### src/rtl/orr_pkg.sv
package orr_pkg;

  typedef enum logic [2:0] {
    ST_IDLE  = 3'd0,
    ST_AVAIL = 3'd1,
    ST_READY = 3'd2,
    ST_EXEC  = 3'd3,
    ST_DONE  = 3'd4
  } stage_e;

  // Wait seen by one consumer: producer latency less read-advance, not below zero.
  function automatic int wait_cycles(input int lat, input int adv);
    int diff;
    diff = lat - adv;
    return (diff > 0) ? diff : 0;
  endfunction

  // A dependent write must be known and finish strictly earlier than our latency.
  function automatic logic dep_clear(input int dep_left, input int own_lat);
    return (dep_left >= 0) && (dep_left < own_lat);
  endfunction

endpackage

### src/rtl/orr_src_track.sv
module orr_src_track
  import orr_pkg::*;
#(
  parameter int LAT_W = 8,
  parameter int CNT_W = 2
) (
  input  logic             clk,
  input  logic             rst,
  input  logic             load_i,
  input  logic [CNT_W-1:0] deps_i,
  input  logic             active_i,
  input  logic             step_i,
  input  logic             note_vld_i,
  input  logic [LAT_W-1:0] note_lat_i,
  input  logic [LAT_W-1:0] note_adv_i,
  output logic             rdy_nxt_o
);
  localparam int WW = LAT_W + 1;
  localparam logic [WW-1:0] UNK = '1;

  logic [CNT_W-1:0] pend_q, pend_n;
  logic [WW-1:0]    acc_q, acc_n;
  logic [WW-1:0]    left_q, left_n;
  logic             rdy_q, rdy_n;
  logic [WW-1:0]    note_wait;
  logic             note_take;
  logic             acc_step;
  logic             left_step;

  assign note_wait = WW'(wait_cycles(int'($signed(note_lat_i)), int'($signed(note_adv_i))));

  always_comb begin
    pend_n    = pend_q;
    acc_n     = acc_q;
    left_n    = left_q;
    rdy_n     = rdy_q;
    note_take = 1'b0;
    acc_step  = 1'b0;
    left_step = 1'b0;
    if (load_i) begin
      pend_n = deps_i;
      acc_n  = '0;
      left_n = (deps_i == '0) ? '0 : UNK;
      rdy_n  = (deps_i == '0);
    end else if (active_i) begin
      if (note_vld_i && (pend_q != '0)) begin
        note_take = 1'b1;
        pend_n    = pend_q - 1'b1;
        if (note_wait > acc_q) acc_n = note_wait;
        if (pend_n == '0) begin
          left_n = acc_n;
          rdy_n  = (acc_n == '0);
        end
      end
      if (step_i) begin
        if ((pend_n != '0) && (acc_n != '0)) begin
          acc_step = 1'b1;
          acc_n    = acc_n - 1'b1;
        end else if ((left_n != UNK) && (left_n != '0)) begin
          left_step = 1'b1;
          left_n    = left_n - 1'b1;
          rdy_n     = (left_n == '0);
        end
      end
    end
  end

  always_ff @(posedge clk) begin
    if (rst) begin
      pend_q <= '0;
      acc_q  <= '0;
      left_q <= UNK;
      rdy_q  <= 1'b0;
    end else begin
      pend_q <= pend_n;
      acc_q  <= acc_n;
      left_q <= left_n;
      rdy_q  <= rdy_n;
    end
  end

  assign rdy_nxt_o = rdy_n;

  // a ready source has no producers left and an exhausted countdown
  a_r4_ready_is_drained: assert property (@(posedge clk) disable iff (rst)
    rdy_q |-> ((pend_q == '0) && (left_q == '0)));

  // once ready, a source stays ready until the next dispatch
  a_r3_ready_sticky: assert property (@(posedge clk) disable iff (rst)
    (rdy_q && !load_i) |=> rdy_q);

  // an unknown countdown is never stepped
  a_r4_unknown_untouched: assert property (@(posedge clk) disable iff (rst)
    (left_q == UNK && !load_i && !note_take) |=> (left_q == UNK));

  // stepping the accumulated wait and the countdown never coincide
  a_r4_one_step: assert property (@(posedge clk) disable iff (rst)
    !(acc_step && left_step));
endmodule

### src/rtl/orr_dst_cnt.sv
module orr_dst_cnt #(
  parameter int LAT_W = 8
) (
  input  logic             clk,
  input  logic             rst,
  input  logic             load_i,
  input  logic [LAT_W-1:0] lat_i,
  input  logic             step_i,
  output logic [LAT_W-1:0] left_o
);
  localparam logic [LAT_W-1:0] UNK = '1;

  logic [LAT_W-1:0] left_q;
  logic             can_dec;

  assign can_dec = step_i && (left_q != UNK);

  always_ff @(posedge clk) begin
    if (rst)          left_q <= UNK;
    else if (load_i)  left_q <= lat_i;
    else if (can_dec) left_q <= left_q - 1'b1;
  end

  assign left_o = left_q;

  // an unknown destination counter stays unknown until reloaded
  a_r11_unknown_frozen: assert property (@(posedge clk) disable iff (rst)
    (left_q == UNK && !load_i) |=> (left_q == UNK));

  // with no load and no step the counter holds
  a_r8_hold_without_tick: assert property (@(posedge clk) disable iff (rst)
    (!load_i && !step_i) |=> $stable(left_q));
endmodule

### src/rtl/orr_stage_ctrl.sv
module orr_stage_ctrl
  import orr_pkg::*;
#(
  parameter int LAT_W   = 8,
  parameter int NUM_DST = 2
) (
  input  logic                          clk,
  input  logic                          rst,
  input  logic                          dispatch_i,
  input  logic                          issue_i,
  input  logic                          tick_i,
  input  logic [LAT_W-1:0]              max_lat_i,
  input  logic                          src_all_rdy_i,
  input  logic [NUM_DST-1:0]            dst_dep_vld_i,
  input  logic [NUM_DST-1:0][LAT_W-1:0] dst_dep_left_i,
  output stage_e                        stage_o,
  output logic                          src_load_o,
  output logic                          src_active_o,
  output logic                          dst_load_o,
  output logic                          dst_step_o
);
  stage_e           stage_q, stage_n;
  logic [LAT_W-1:0] lat_q;
  logic [LAT_W-1:0] ctr_q, ctr_n;
  logic [LAT_W-1:0] lat_eval;
  logic [NUM_DST-1:0] dst_ok;
  logic             dst_all_ok;
  logic             disp_ok, issue_ok, avail_tick, exec_tick, go_ready;

  assign lat_eval   = (stage_q == ST_IDLE) ? max_lat_i : lat_q;

  for (genvar d = 0; d < NUM_DST; d++) begin : g_dst_chk
    assign dst_ok[d] = !dst_dep_vld_i[d] ||
                       dep_clear(int'($signed(dst_dep_left_i[d])), int'(lat_eval));
  end
  assign dst_all_ok = &dst_ok;

  assign disp_ok    = (stage_q == ST_IDLE)  && dispatch_i;
  assign issue_ok   = (stage_q == ST_READY) && issue_i;
  assign avail_tick = (stage_q == ST_AVAIL) && tick_i;
  assign exec_tick  = (stage_q == ST_EXEC)  && tick_i;
  assign go_ready   = src_all_rdy_i && dst_all_ok;

  always_comb begin
    stage_n = stage_q;
    ctr_n   = ctr_q;
    unique case (stage_q)
      ST_IDLE:  if (disp_ok)    stage_n = go_ready ? ST_READY : ST_AVAIL;
      ST_AVAIL: if (avail_tick && go_ready) stage_n = ST_READY;
      ST_READY: if (issue_ok) begin
        ctr_n   = lat_q;
        stage_n = (lat_q == '0) ? ST_DONE : ST_EXEC;
      end
      ST_EXEC:  if (exec_tick) begin
        ctr_n = ctr_q - 1'b1;
        if (ctr_n == '0) stage_n = ST_DONE;
      end
      default:  stage_n = stage_q;
    endcase
  end

  always_ff @(posedge clk) begin
    if (rst) begin
      stage_q <= ST_IDLE;
      lat_q   <= '0;
      ctr_q   <= '0;
    end else begin
      stage_q <= stage_n;
      ctr_q   <= ctr_n;
      if (disp_ok) lat_q <= max_lat_i;
    end
  end

  assign stage_o      = stage_q;
  assign src_load_o   = disp_ok;
  assign src_active_o = (stage_q == ST_AVAIL);
  assign dst_load_o   = issue_ok;
  assign dst_step_o   = exec_tick;

  // dispatch from invalid always leaves invalid
  a_r2_dispatch_leaves_idle: assert property (@(posedge clk) disable iff (rst)
    (stage_q == ST_IDLE && dispatch_i) |=> (stage_q == ST_AVAIL || stage_q == ST_READY));

  // only reset returns the slot to invalid
  a_r2_no_return_to_idle: assert property (@(posedge clk) disable iff (rst)
    (stage_q != ST_IDLE) |=> (stage_q != ST_IDLE));

  // ready holds while no issue arrives
  a_r6_ready_holds: assert property (@(posedge clk) disable iff (rst)
    (stage_q == ST_READY && !issue_i) |=> (stage_q == ST_READY));

  // a zero-latency issue goes straight to executed
  a_r7_zero_latency: assert property (@(posedge clk) disable iff (rst)
    (stage_q == ST_READY && issue_i && lat_q == '0) |=> (stage_q == ST_DONE));

  // the final tick of execution ends in executed
  a_r8_last_tick: assert property (@(posedge clk) disable iff (rst)
    (stage_q == ST_EXEC && tick_i && ctr_q == LAT_W'(1)) |=> (stage_q == ST_DONE));

  // executing never sees a zero counter
  a_r8_ctr_live: assert property (@(posedge clk) disable iff (rst)
    (stage_q == ST_EXEC) |-> (ctr_q != '0));

  // executed is terminal until reset
  a_r9_done_holds: assert property (@(posedge clk) disable iff (rst)
    (stage_q == ST_DONE) |=> (stage_q == ST_DONE));
endmodule

### src/rtl/opnd_ready_slot.sv
module opnd_ready_slot
  import orr_pkg::*;
#(
  parameter int NUM_SRC  = 3,
  parameter int NUM_DST  = 2,
  parameter int LAT_W    = 8,
  parameter int MAX_DEPS = 3,
  localparam int CNT_W   = $clog2(MAX_DEPS + 1)
) (
  input  logic                          clk,
  input  logic                          rst,
  input  logic                          dispatch_i,
  input  logic [LAT_W-1:0]              max_lat_i,
  input  logic [NUM_SRC-1:0][CNT_W-1:0] src_deps_i,
  input  logic [NUM_SRC-1:0]            note_vld_i,
  input  logic [NUM_SRC-1:0][LAT_W-1:0] note_lat_i,
  input  logic [NUM_SRC-1:0][LAT_W-1:0] note_adv_i,
  input  logic [NUM_DST-1:0]            dst_dep_vld_i,
  input  logic [NUM_DST-1:0][LAT_W-1:0] dst_dep_left_i,
  input  logic                          tick_i,
  input  logic                          issue_i,
  input  logic [NUM_DST-1:0][LAT_W-1:0] dst_lat_i,
  output logic [2:0]                    stage_o,
  output logic                          ready_o,
  output logic                          executing_o,
  output logic                          executed_o,
  output logic [NUM_DST-1:0][LAT_W-1:0] dst_left_o
);
  stage_e             stage;
  logic               src_load, src_active, dst_load, dst_step;
  logic [NUM_SRC-1:0] src_rdy_nxt;

  orr_stage_ctrl #(.LAT_W(LAT_W), .NUM_DST(NUM_DST)) u_ctrl (
    .clk            (clk),
    .rst            (rst),
    .dispatch_i     (dispatch_i),
    .issue_i        (issue_i),
    .tick_i         (tick_i),
    .max_lat_i      (max_lat_i),
    .src_all_rdy_i  (&src_rdy_nxt),
    .dst_dep_vld_i  (dst_dep_vld_i),
    .dst_dep_left_i (dst_dep_left_i),
    .stage_o        (stage),
    .src_load_o     (src_load),
    .src_active_o   (src_active),
    .dst_load_o     (dst_load),
    .dst_step_o     (dst_step)
  );

  for (genvar s = 0; s < NUM_SRC; s++) begin : g_src
    orr_src_track #(.LAT_W(LAT_W), .CNT_W(CNT_W)) u_src (
      .clk        (clk),
      .rst        (rst),
      .load_i     (src_load),
      .deps_i     (src_deps_i[s]),
      .active_i   (src_active),
      .step_i     (tick_i),
      .note_vld_i (note_vld_i[s]),
      .note_lat_i (note_lat_i[s]),
      .note_adv_i (note_adv_i[s]),
      .rdy_nxt_o  (src_rdy_nxt[s])
    );
  end

  for (genvar d = 0; d < NUM_DST; d++) begin : g_dst
    orr_dst_cnt #(.LAT_W(LAT_W)) u_dst (
      .clk    (clk),
      .rst    (rst),
      .load_i (dst_load),
      .lat_i  (dst_lat_i[d]),
      .step_i (dst_step),
      .left_o (dst_left_o[d])
    );
  end

  assign stage_o     = stage;
  assign ready_o     = (stage == ST_READY);
  assign executing_o = (stage == ST_EXEC);
  assign executed_o  = (stage == ST_DONE);

  // the three stage flags are mutually exclusive
  a_r10_flags_exclusive: assert property (@(posedge clk) disable iff (rst)
    $onehot0({ready_o, executing_o, executed_o}));

  // the cycle after reset shows the invalid stage
  a_r1_reset_idle: assert property (@(posedge clk)
    rst |=> (stage_o == 3'd0));
endmodule

### config.mk
export PLATFORM = sky130hd
export DESIGN_NAME = opnd_ready_slot
export DESIGN_NICKNAME = d
export VERILOG_FILES = /design/src/rtl/orr_pkg.sv /design/src/rtl/orr_src_track.sv /design/src/rtl/orr_dst_cnt.sv /design/src/rtl/orr_stage_ctrl.sv /design/src/rtl/opnd_ready_slot.sv
export SDC_FILE = /design/constraint.sdc
export NUM_CORES = 1
export LEC_CHECK = 0
export BUFFER_PORTS_ARGS = -buffer_cell sky130_fd_sc_hd__buf_2
export CAP_MARGIN = 20
export CORE_MARGIN = 8
export CORE_UTILIZATION = 55
export CTS_CLUSTER_DIAMETER = 80
export DETAILED_ROUTE_END_ITERATION = 7
export GPL_ROUTABILITY_DRIVEN = 1
export MAX_ROUTING_LAYER = met4
export PLACE_DENSITY = 0.87
export SYNTH_ARGS = -nofsm -noshare
export SYNTH_HDL_FRONTEND = slang
export SYNTH_SLANG_ARGS = --single-unit
### constraint.sdc
create_clock -name clk -period 6.5 [get_ports clk]
set_input_delay 0.65 -clock clk [delete_from_list [all_inputs] [get_ports clk]]
set_output_delay 0.65 -clock clk [all_outputs]
set_load 0.01 [all_outputs]
; ---- Word-level counts from Yosys, hierarchy flattened
; Cells that the tools add are included.
[op_classes]
div = 0
n_eq_ne = 14
n_mul = 0
bitwise = 0
add_sub_neg = 15
n_shift = 0
magnitude_cmp = 10
n_reduce_logical = 60
mux = 112
[ops]
columns = cell, count
row1 = two-way mux 9 bit, 60
row2 = two-way mux 8 bit, 7
row3 = logical NOT 9 bit, 6
row4 = nonzero test 9 bit, 6
row5 = subtractor 9 x 1 -> 9 bit (second input constant), 6
row6 = two-way mux 2 bit, 16
row7 = greater-than comparator 9 x 1 -> 1 bit (second input constant), 3
row8 = greater-than comparator 9 bit, 3
row9 = != test 9 bit (second input constant), 3
row10 = subtractor 8 x 8 -> 9 bit, 3
row11 = subtractor 8 x 1 -> 8 bit (second input constant), 3
row12 = two-way mux 1 bit, 21
row13 = nonzero test 2 bit, 10
row14 = logical AND 1 bit, 19
row15 = < comparator 8 x 9 -> 1 bit, 2
row16 = two-way mux 3 bit, 6
row17 = >= comparator 8 x 1 -> 1 bit (second input constant), 2
row18 = logical NOT 8 bit, 2
row19 = != test 8 bit (second input constant), 2
row20 = one-hot mux 8 bit (2 select lines), 1
row21 = logical NOT 2 bit, 6
row22 = one-hot mux 3 bit (4 select lines), 1
row23 = != test 2 x 1 -> 1 bit (second input constant), 4
row24 = equality test 3 x 2 -> 1 bit (second input constant), 2
row25 = 12 further kinds, 17
[word_totals]
mem_bits_rw = 0
memories = 0
output_inout_bits = 22
input_bits = 104
mem_bits_ro = 0
latch_bits = 0
reg_bits = 98

; ---- Longest topological paths before layout
; Gate-level depths: netlist of the first run.
[depth]
depth_word = 24
ltp_mapped = 32

; ---- Modules after synthesis
; From an unflattened synthesis of the first run, not the netlist that was laid out.
[hier_totals]
hier_cells = 1493
hier_area_um2 = 11433.5
[by_module_without_submodules]
columns = module, n_inst, seq_area_each_um2, area_each_um2, cells_each
row1 = orr_src_track at g_src[1].u_src, 1, 420.4, 3089.2, 409
row2 = orr_src_track at g_src[2].u_src, 1, 420.4, 2900.3, 392
row3 = orr_src_track at g_src[0].u_src, 1, 420.4, 2879.0, 394
row4 = orr_stage_ctrl, 1, 380.4, 1482.7, 184
row5 = orr_dst_cnt, 2, 160.2, 525.5, 55
row6 = opnd_ready_slot, 1, 0.0, 31.3, 4

; ---- Worst setup path before layout of the first run
; Ideal clock, no wire load.
[synth_timing]
path_type = in2reg
start = in note_lat_i[16] (netlist bit)
end = reg u_ctrl.stage_q[0], in the netlist u_ctrl.stage_o[0]
t_required_ps = 6385
arrival_ps = 6259
cell_stages = 27
path_slack_ps = 126
path_cell_list = inv_1 ha_1 inv_1 fa_1 a211o_1 a211o_1 o221a_2 o21ai_2 inv_1 ha_1 and3_1 nand3_1 a21o_1 a21boi_1 mux2_2 o21a_1 inv_1 ha_1 nand3_1 nor3_1 o221ai_1 nor4bb_1 nor3_1 o22ai_1 a31oi_1 or4b_1 o21a_1
[synth_between]
elab_chain_cells = 24
word_cells_on_any_way = 38
[synth_lines]
columns = element, line_no
row1 = "start, declared", opnd_ready_slot.sv:16  ; input logic [NUM_SRC-1:0][LAT_W-1:0] note_lat_i,
row2 = subtractor 8 x 8 -> 9 bit *, orr_pkg.sv:14  ; diff = lat - adv;
row3 = greater-than comparator 9 x 1 -> 1 bit, orr_pkg.sv:15  ; return (diff > 0) ? diff : 0;
row4 = two-way mux 9 bit *, orr_pkg.sv:15
row5 = greater-than comparator 9 bit, orr_src_track.sv:49  ; if (note_wait > acc_q) acc_n = note_wait;
row6 = two-way mux 9 bit *, orr_src_track.sv:49
row7 = two-way mux 9 bit *, orr_src_track.sv:46  ; if (note_vld_i && (pend_q != '0)) begin
row8 = two-way mux 9 bit *, orr_src_track.sv:45  ; end else if (active_i) begin
row9 = two-way mux 9 bit *, orr_src_track.sv:40  ; if (load_i) begin
row10 = (+8 left out), -
row11 = two-way mux 1 bit *, orr_src_track.sv:55  ; if (step_i) begin
row12 = two-way mux 1 bit *, orr_src_track.sv:45
row13 = two-way mux 1 bit *, orr_src_track.sv:40
row14 = AND reduction 3 bit *, opnd_ready_slot.sv:40  ; .src_all_rdy_i (&src_rdy_nxt),
row15 = logical AND 1 bit *, orr_stage_ctrl.sv:42  ; assign go_ready = src_all_rdy_i && dst_all_ok;
row16 = two-way mux 2 bit or logical AND 1 bit (tied branches), "orr_stage_ctrl.sv:48, orr_stage_ctrl.sv:49"
row17 = two-way mux 3 bit or != test 2 bit (tied branches), -
row18 = one-hot mux 3 bit (4 select lines) or AND reduction 6 bit (tied branches), -
row19 = "end signal, assigned", orr_stage_ctrl.sv:68  ; stage_q <= stage_n;
row20 = "end, declared", orr_stage_ctrl.sv:22  ; stage_e stage_q, stage_n;
; Mark *: on every way between the ends. The rest lies on a longest branch, timed or not. The select of a mux whose other input is x is not followed.
; A chain may end at the register's enable or synchronous reset.

; ---- Worst setup path after layout of the first run
; Same ends and word-level chain as after synthesis.

==> flow_summary.toml, run 1 <==
[outcome]
outcome = "finished clean"

[floorplanning]
die_area_um2 = 23300
die_w_um = 153
fp.dieH_um = 153
start_util_pct = 55.5
rows = 50
core-area_um2 = 18500
io_pins = 126

[place]
io_buffers = 125
placed_area_um2 = 11300
routabilityCongestion = 1.02
dp_slack_ps = 18.8
hpwl_um = 23200

[yosys]
synth.distinct_cells = 93
syn_inst = 1424
syn-cell-area_um2 = 10300
seq_area_frac_synth_pct = 19.1
synth_edf_count = 0
yosys_warnings = 0
synth_ff_type = "dfxtp_1"
ys_ff_latch = 98
async_flop_share_pct = 0
avgSynthCellArea_um2 = 7.21

[final_layout]
drive_above_1_share_pct = 16.5
final-seq-area_um2 = 1960
fin_nets = 1747
fill_cells = 1652
multi_input_area_um2 = 7680
fin_util_pct = 62.9
fin_area_um2 = 11600
syn2layout_area_growth_pct = 13.4

[power]
power_mw = 2.20
vdd_ir_drop_max_uv = 135
cellLeakagePower_nw = 4.77
power_density_nw_per_um2 = 189

[grt]
grt_first_pass_wirelength_um = 49600
grt_max_degree = 67
track_usage_pct = 25.3
gr-total-overflow = 0
antenna_found_initial = 2
grt_pass1_vias = 10800

[detailed_routing]
routed-wl-met2_um = 14600
vias = 11300
route.detailed.drc = 0
drt-met1-wl_um = 12700
wl_met3_um = 1740
first_pass_iters = 5
viasPerCell = 6.29
wire_per_inst_um = 16.8
ant_nets = 0
drt_iter0_drc = 913
topRoutingLayerUsed = "met4"
wl_um = 30100

[timing]
slew_viol_final = 0
rsz0062_at_grt = "no"
setup_viol = 0
finalCritPeriodShare_pct = 94.5
setup_tns_ps = 0
fmax_mhz = 163
layout_setup_ws_ps = 355
tightest_slew_ps = 860
hold_viol = 0
slew-limit-headroom_pct = 42.5
period_needed_ps = 6150
fin_skew_ps = 10.7

[worst_setup_path]
crit_buf_inv = 5
crit_arrival_ps = 6390
crit_path_start_kind = "input port"
path_class = "in -> reg"
crit_slowest_cell = "or4b_1"
required_ps = 6750
cpLargestDelayFamily = "compound AO/OA/AOI/OAI gates"
cp-end-kind = "flop"
cp_slowest_stage_delay_ps = 510
path_common_cell = "inv_1"
crit_fanout = 6

[clock_network]
cts_buffer_depth = 2
clk_latency_ps = 350
cts_sinks = 98
cts-root-buf = "clkbuf_16"
clk_pin_slew_worst_paths_ps = 70
h-tree-depth = 3
cts_tree = "yes"
cts_buffers = 9

[run]
cap_violations = 0

[min_path]
hold_class = "in -> reg"
state kept, by name (all words and copies together) (netlist names):
name,cells
g_dst.u_dst.left_o,16
g_src.u_src.acc_q,27
g_src.u_src.left_q,27
g_src.u_src.pend_q,6
g_src.u_src.rdy_q,3
u_ctrl.ctr_q,8
u_ctrl.lat_q,8
u_ctrl.stage_o,3
cell families (layout without fill, tap and decap cells):
group                      count (synthesis)  count (layout)  synth area share, %
and+or+nand+nor                          539             539                 25.8
AOI/OAI and AO/OA                        433             433                 28.3
buffers and inverters                    164             291                 6.29
DFF                                       98              98                 19.1
adders and majority gates                 95              95                 11.8
xor gates and xnor gates                  57              57                 4.86
muxes                                     37              37                 3.77
other                                      1               5               0.0365
metrics by stage:
stage          hold WS, ps  instances
6_report               500       1789
5_1_grt                498       1789
4_1_cts                496       1783
3_5_place_dp           488       1767
3_3_place_gp           479       1767
2_1_floorplan          456       1426
routing by layer:
layer,vias to the layer above,track usage [%]
met4,0,11.1
met2,423,43.0
li1,5464,-
met1,5270,29.2
met5,-,-
met3,101,3.60
layout make-up:
class	instances	share of cell area, %
Multi-Input combinational cell	1164	66.0
Sequential cell	98	16.8
Timing Repair Buffer	182	9.11
Inverter	93	3.00
Tap cell	234	2.51
Clock buffer	12	2.03
Clock inverter	4	0.451
Antenna cell	2	0.0430
cell usage after synthesis (13+ instances only):
library cell  instances  area [um^2]
a31oi_1              21          131
o211ai_1             21          158
nand4_1              26          163
dfxtp_1              98         1960
and2_1               16          100
a21o_1               16          120
xnor2_1              39          342
and3_1               15         93.8
inv_1                93          349
o22ai_1              13         81.3
mux2i_1              24          240
xor2_1               18          158
nor4_1               17          106
mux2_2               13          146
nand2b_1             27          169
nor2_1              138          518
ha_1                 92         1150
or2_2                15         93.8
clkbuf_1             52          195
nor3_1               56          280
o21ai_0              77          385
a211o_1              15          131
a21oi_1             121          606
nand3_1              40          200
a211oi_1             16          120
nand2_1             136          510
o31ai_1              14          105
cell usage in the layout, fill, tap and decap left out, types with 21 or more instances in the layout:
cell,netlist,final
nand3_1,40,40
inv_1,93,93
a31oi_1,21,21
nand4_1,26,26
o211ai_1,21,21
ha_1,92,92
xnor2_1,39,39
a21oi_1,121,120
o21ai_0,77,77
nor3_1,56,56
buf_2,8,125
buf_4,1,56
nand2b_1,27,27
mux2i_1,24,24
nand2_1,136,136
dfxtp_1,98,98
nor2_1,138,138
worst paths after layout:
| kind | start | end | slack [ps] | depth (start not counted) |
|---|---|---|---|---|
| setup / recovery | note_lat_i[16] | u_ctrl.stage_o[0]$_SDFFE_PP0P_ | 350 | 28 |
| hold / removal | dst_lat_i[6] | g_dst[0].u_dst.left_o[6]$_SDFFE_PP1P_ | 500 | 2 |
| setup reg to reg | g_src[1].u_src.acc_q[6]$_SDFFE_PP0N_ | u_ctrl.stage_o[0]$_SDFFE_PP0P_ | 1760 | 21 |
| hold reg to reg | u_ctrl.lat_q[3]$_SDFFE_PP0P_ | u_ctrl.lat_q[3]$_SDFFE_PP0P_ | 500 | 2 |
worst reg2reg max path, delay by kind of cell (launching register included):
| family | cells | cell delay [ps] |
|---|---|---|
| buffers and inverters | 2 | 170 |
| AOI/OAI and AO/OA | 8 | 1080 |
| and+or+nand+nor | 9 | 2420 |
| DFF | 1 | 480 |
| adders and majority gates | 2 | 490 |
power breakdown:
part,internal (mW),switching (mW),total [mW]
clock,0.300,0.234,0.534
sequential,0.632,0.0368,0.669
combinational,0.411,0.586,0.997
total,1.34,0.857,2.20
timing repair:
item,CTS,global route
setup endpoints to repair,0,2
hold buffers,0,0
gates resized for setup,0,4
endpoints found under the hold margin,0,0
setup buffers,0,3
No activity file was read; power rests on OpenSTA's default activity.
==> run 2: changes to the inputs <==
--- a/config.mk
+++ b/config.mk
@@ -8,5 +8,5 @@
 export BUFFER_PORTS_ARGS = -buffer_cell sky130_fd_sc_hd__buf_2
-export CAP_MARGIN = 20
+export CAP_MARGIN = 5
 export CORE_MARGIN = 8
-export CORE_UTILIZATION = 55
+export CORE_UTILIZATION = 26
 export CTS_CLUSTER_DIAMETER = 80
@@ -15,3 +15,3 @@
 export MAX_ROUTING_LAYER = met4
-export PLACE_DENSITY = 0.87
+export PLACE_DENSITY = 0.51
 export SYNTH_ARGS = -nofsm -noshare
--- a/constraint.sdc
+++ b/constraint.sdc
@@ -3,2 +3,2 @@
 set_output_delay 0.65 -clock clk [all_outputs]
-set_load 0.01 [all_outputs]
+set_load 0.005 [all_outputs]
==> flow_summary.toml, run 2 (synthesized netlist as in run 1, its figures left out) <==
[min_path]
hold_class = "in -> reg"

[timing]
setup_viol = 0
setup_tns_ps = 0
tightest_slew_ps = 944
fin_skew_ps = 11.9
hold_viol = 0
fmax_mhz = 164
period_needed_ps = 6110
rsz0062_at_grt = "no"
slew-limit-headroom_pct = 36.7
slew_viol_final = 0
finalCritPeriodShare_pct = 93.9

[final_layout]
drive_above_1_share_pct = 16.7
syn2layout_area_growth_pct = 17.0
final_common_cell = "nor2_1"
num_antenna_cells = 0
fin_nets = 1749
fin_util_pct = 30.5
fin_cells = 2080
fill_cells = 4295
final_cell_mix = "nor2_1, nand2_1, buf_2, a21oi_1, dfxtp_1"

[grt]
grt_max_degree = 67
gr-total-overflow = 0
antenna_found_initial = 0
track_usage_pct = 14.3
grt_first_pass_wirelength_um = 54800
grt_pass1_vias = 10700

[detailed_routing]
first_pass_iters = 5
wire_per_inst_um = 16.1
ant_nets = 0
viasPerCell = 5.29
wl_um = 33500
drt_iter0_drc = 694
route.detailed.drc = 0
vias = 11000

[clock_network]
cts_sinks = 98
cts_hold_buf = 0
cts-root-buf = "clkbuf_16"
clk_latency_ps = 360
cts_buffer_depth = 2
cts_buffers = 9
h-tree-depth = 3
clk_pin_slew_worst_paths_ps = 90
cts_tree = "yes"

[outcome]
outcome = "finished clean"

[worst_setup_path]
crit_fanout = 8
path_class = "in -> reg"
cp-end-kind = "flop"
crit_path_start_kind = "input port"
required_ps = 6750
crit_arrival_ps = 6350

[power]
cellLeakagePower_nw = 4.78
vdd_ir_drop_max_uv = 122
power_density_nw_per_um2 = 186

[floorplanning]
io_pins = 126
core-area_um2 = 39400
fp.dieH_um = 215
start_util_pct = 26.1
die_area_um2 = 46100
die_w_um = 215
rows = 73

[place]
io_buffers = 125
routabilityCongestion = 0.905
dp_cells = 2063
hpwl_um = 25800

[run]
cap_violations = 0
==> run 2: cell types whose count changed in the layout (fill, tap and decap cells not counted), sizes merged <==
cell	delta
diode	-2
buf	+2
clkinv	-3
inv	+5
clkinvlp	+1
bufinv	-1
clkbuf	-2
==> run 2: cell type report <==
type                    instances  area, um^2  share of cell area (%)
multi-input cells            1164        7680                    63.9
clock inverters                 6        56.3                   0.469
clock buffers                  10         239                    1.99
well taps                     525         657                    5.47
repair buffers                184        1070                    8.90
inverters                      93         349                    2.91
flip-flops and latches         98        1960                    16.3
==> run 2: layer usage <==
metal,global-route usage [%],wire [um],part of all wire (%)
met1,18.2,15800,47
met2,23.7,15700,47
met4,4.18,612,1.8
met3,1.76,1320,3.9
met5,-,0,0
==> run 2: power by group <==
group | total (mW) | leakage (nW) | internal, mW | switching (mW)
sequential | 0.670 | 0.799 | 0.632 | 0.0378
clock | 0.552 | 0.144 | 0.281 | 0.271
combinational | 1.01 | 3.84 | 0.414 | 0.599
total | 2.23 | 4.78 | 1.33 | 0.908
==> run 2: worst paths after layout <==
path	startpoint	end	slack [ps]	depth (start not counted)
setup reg to reg	g_src[1].u_src.acc_q[6]$_SDFFE_PP0N_	u_ctrl.stage_o[0]$_SDFFE_PP0P_	1760	21
hold / removal	dst_lat_i[15]	g_dst[1].u_dst.left_o[7]$_SDFFE_PP1P_	490	2
hold reg to reg	u_ctrl.lat_q[2]$_SDFFE_PP0P_	u_ctrl.lat_q[2]$_SDFFE_PP0P_	500	2
setup / recovery	note_lat_i[0]	u_ctrl.stage_o[0]$_SDFFE_PP0P_	390	24
==> run 2: repair_timing <==
| action | 4_1_cts | 5_1_grt |
|---|---|---|
| buffers inserted | 0 | 1 |
| endpoints found under the hold margin | 0 | 0 |
| setup endpoints to repair | 0 | 1 |
| resized for setup | 0 | 2 |
==> run 2: critical path, stage by stage <==
cell       delay, ps
buf_2            100
inv_1             70
ha_1             140
inv_1             50
fa_1             420
a211oi_2         290
nor2_1           100
o21ai_2          300
nor2_1           170
ha_1             360
a2111oi_1        520
nor4_2           130
o211ai_1         160
and2_1           280
a21oi_1          100
o21ai_0          340
inv_1            170
ha_1             320
and3_1           180
or3_1            350
or4_1            420
nand3_1          100
or4b_1           460
o21a_1           180
==> run 2: stage by stage <==
step | setup slack (ps) | hold WS, ps | cell area, um^2 | total power [mW]
2_1_floorplan | 126 | 456 | 10300 | 1.37
3_3_place_gp | 158 | 483 | 11700 | 1.67
3_5_place_dp | -48.3 | 488 | 11700 | 1.68
4_1_cts | 315 | 473 | 12000 | 2.25
5_1_grt | 1.15 | 479 | 12000 | 2.40
6_report | 394 | 491 | 12000 | 2.23
==> run 3: changes to the inputs <==
PLACE_DENSITY = default   (was 0.51)
==> flow_summary.toml, run 3 (synthesized netlist as in run 1, its figures left out) <==
[outcome]
outcome = "finished clean"

[detailed_routing]
first_pass_iters = 7
wl_um = 33100
drt_iter0_drc = 861
vias = 11000
viasPerCell = 5.29
route.detailed.drc = 0
ant_nets = 0
wire_per_inst_um = 15.9

[clock_network]
cts-root-buf = "clkbuf_16"
cts_hold_buf = 0
h-tree-depth = 3
cts_buffer_depth = 2
clk_pin_slew_worst_paths_ps = 80
cts_buffers = 9
post-cts-setup-buffers = 0
cts_tree = "yes"
ctsResizeCount = 0
cts_sinks = 98
clk_latency_ps = 360

[timing]
finalCritPeriodShare_pct = 92.8
setup_viol = 0
setup_tns_ps = 0
fin_skew_ps = 9.33
tightest_slew_ps = 936
period_needed_ps = 6030
rsz0062_at_grt = "no"
hold_viol = 0
slew_viol_final = 0
fmax_mhz = 166
slew-limit-headroom_pct = 37.3
layout_setup_ws_ps = 470

[min_path]
hold_class = "in -> reg"

[grt]
gr-total-overflow = 0
grt_first_pass_wirelength_um = 54500
grt_max_degree = 67
antenna_found_initial = 1
grt_pass1_vias = 10600
track_usage_pct = 14.3

[floorplanning]
die_area_um2 = 46100
start_util_pct = 26.1
fp.dieH_um = 215
core-area_um2 = 39400
rows = 73
io_pins = 126
die_w_um = 215

[worst_setup_path]
required_ps = 6750
crit_arrival_ps = 6280
crit_path_start_kind = "input port"
cp-end-kind = "flop"
crit_fanout = 5
path_class = "in -> reg"

[final_layout]
final_common_cell = "nor2_1"
final_cell_mix = "nor2_1, nand2_1, buf_2, a21oi_1, dfxtp_1"
fin_nets = 1747
drive_above_1_share_pct = 16.9
syn2layout_area_growth_pct = 17.2

[place]
dp_slack_ps = 102
io_buffers = 125
hpwl_um = 25700
routabilityCongestion = 0.961

[power]
vdd_ir_drop_max_uv = 130
intPower_mw = 1.36
switching_share_pct = 40.2
power_density_nw_per_um2 = 189
p_sw_mw = 0.914
seq_power_share_pct = 29.5
power_mw = 2.27
pwr-share-clk_pct = 25.8
combinationalPowerShare_pct = 44.7
cellLeakagePower_nw = 4.79

[run]
cap_violations = 0
==> run 3: changes by cell type in the layout (fill, tap and decap cells not counted), sizes merged <==
| cell | before | now |
|---|---|---|
| buf | 184 | 182 |
| bufinv | 0 | 1 |
| diode | 0 | 1 |
| inv | 98 | 97 |
| clkinv | 0 | 2 |
| clkbuf | 10 | 9 |
| clkinvlp | 1 | 0 |
==> run 3: stage by stage <==
stage                     std cells  hold WS [ps]  utilization [%]  instance area, um^2
after floorplan                1426           456                -                10300
after global placement         2062           480             29.7                11700
after detailed placement       2062           489             29.7                11700
after CTS                      2078           478             30.5                12000
after global routing           2079           489             30.6                12000
final                          2079           489             30.6                12000
==> run 3: final timing paths <==
kind                                    startpoint                                    end  slack, ps  cells after the start
max                                 note_lat_i[16]         u_ctrl.stage_o[0]$_SDFFE_PP0P_        470                     28
min                                   dst_lat_i[6]  g_dst[0].u_dst.left_o[6]$_SDFFE_PP1P_        490                      2
max reg2reg  g_src[0].u_src.pend_q[0]$_SDFFE_PP0P_         u_ctrl.stage_o[0]$_SDFFE_PP0P_       1780                     13
min reg2reg           u_ctrl.lat_q[2]$_SDFFE_PP0P_           u_ctrl.lat_q[2]$_SDFFE_PP0P_        500                      2
==> run 3: layout make-up <==
type | instances | area [um^2]
Inverter | 93 | 349
Tap cell | 525 | 657
Multi-Input combinational cell | 1164 | 7690
Antenna cell | 1 | 2.50
Sequential cell | 98 | 1960
Timing Repair Buffer | 182 | 1050
Fill cell | 4267 | 27300
Clock buffer | 9 | 225
Clock inverter | 7 | 95.1
==> run 3: power by group through the flow <==
| stage | logic (mW) | registers, mW | clock network [mW] |
|---|---|---|---|
| 2_1_floorplan | 0.701 | 0.666 | 0 |
| 3_3_place_gp | 0.984 | 0.683 | 0 |
| 3_5_place_dp | 0.997 | 0.683 | 0 |
| 4_1_cts | 1.00 | 0.669 | 0.602 |
| 5_1_grt | 1.13 | 0.675 | 0.629 |
| 6_report | 1.01 | 0.671 | 0.586 |
==> run 3: metal layers <==
metal	track usage [%]	vias to the layer above	routed length (um)
met1	18.4	5199	15500
met5	-	-	0
met4	4.39	0	702
met2	23.3	300	15400
met3	1.52	51	1450
li1	-	5456	-
==> run 3: critical path: stages <==
cell and delay (ps):
buf_2 90, inv_1 40, ha_1 160, inv_1 60, fa_1 400, a211o_1 310
a211o_1 300, o221a_2 290, o21ai_2 150, inv_1 80, ha_1 280, and3_1 220
nand3_1 130, a21o_1 230, a21boi_2 180, mux2_2 350, o21a_1 220, inv_1 130
ha_1 190, nand4_1 100, nor3_1 150, o221ai_1 150, nor4bb_2 390, nor3_1 110
o22ai_1 130, a31oi_1 90, or4b_1 510, o21a_1 180
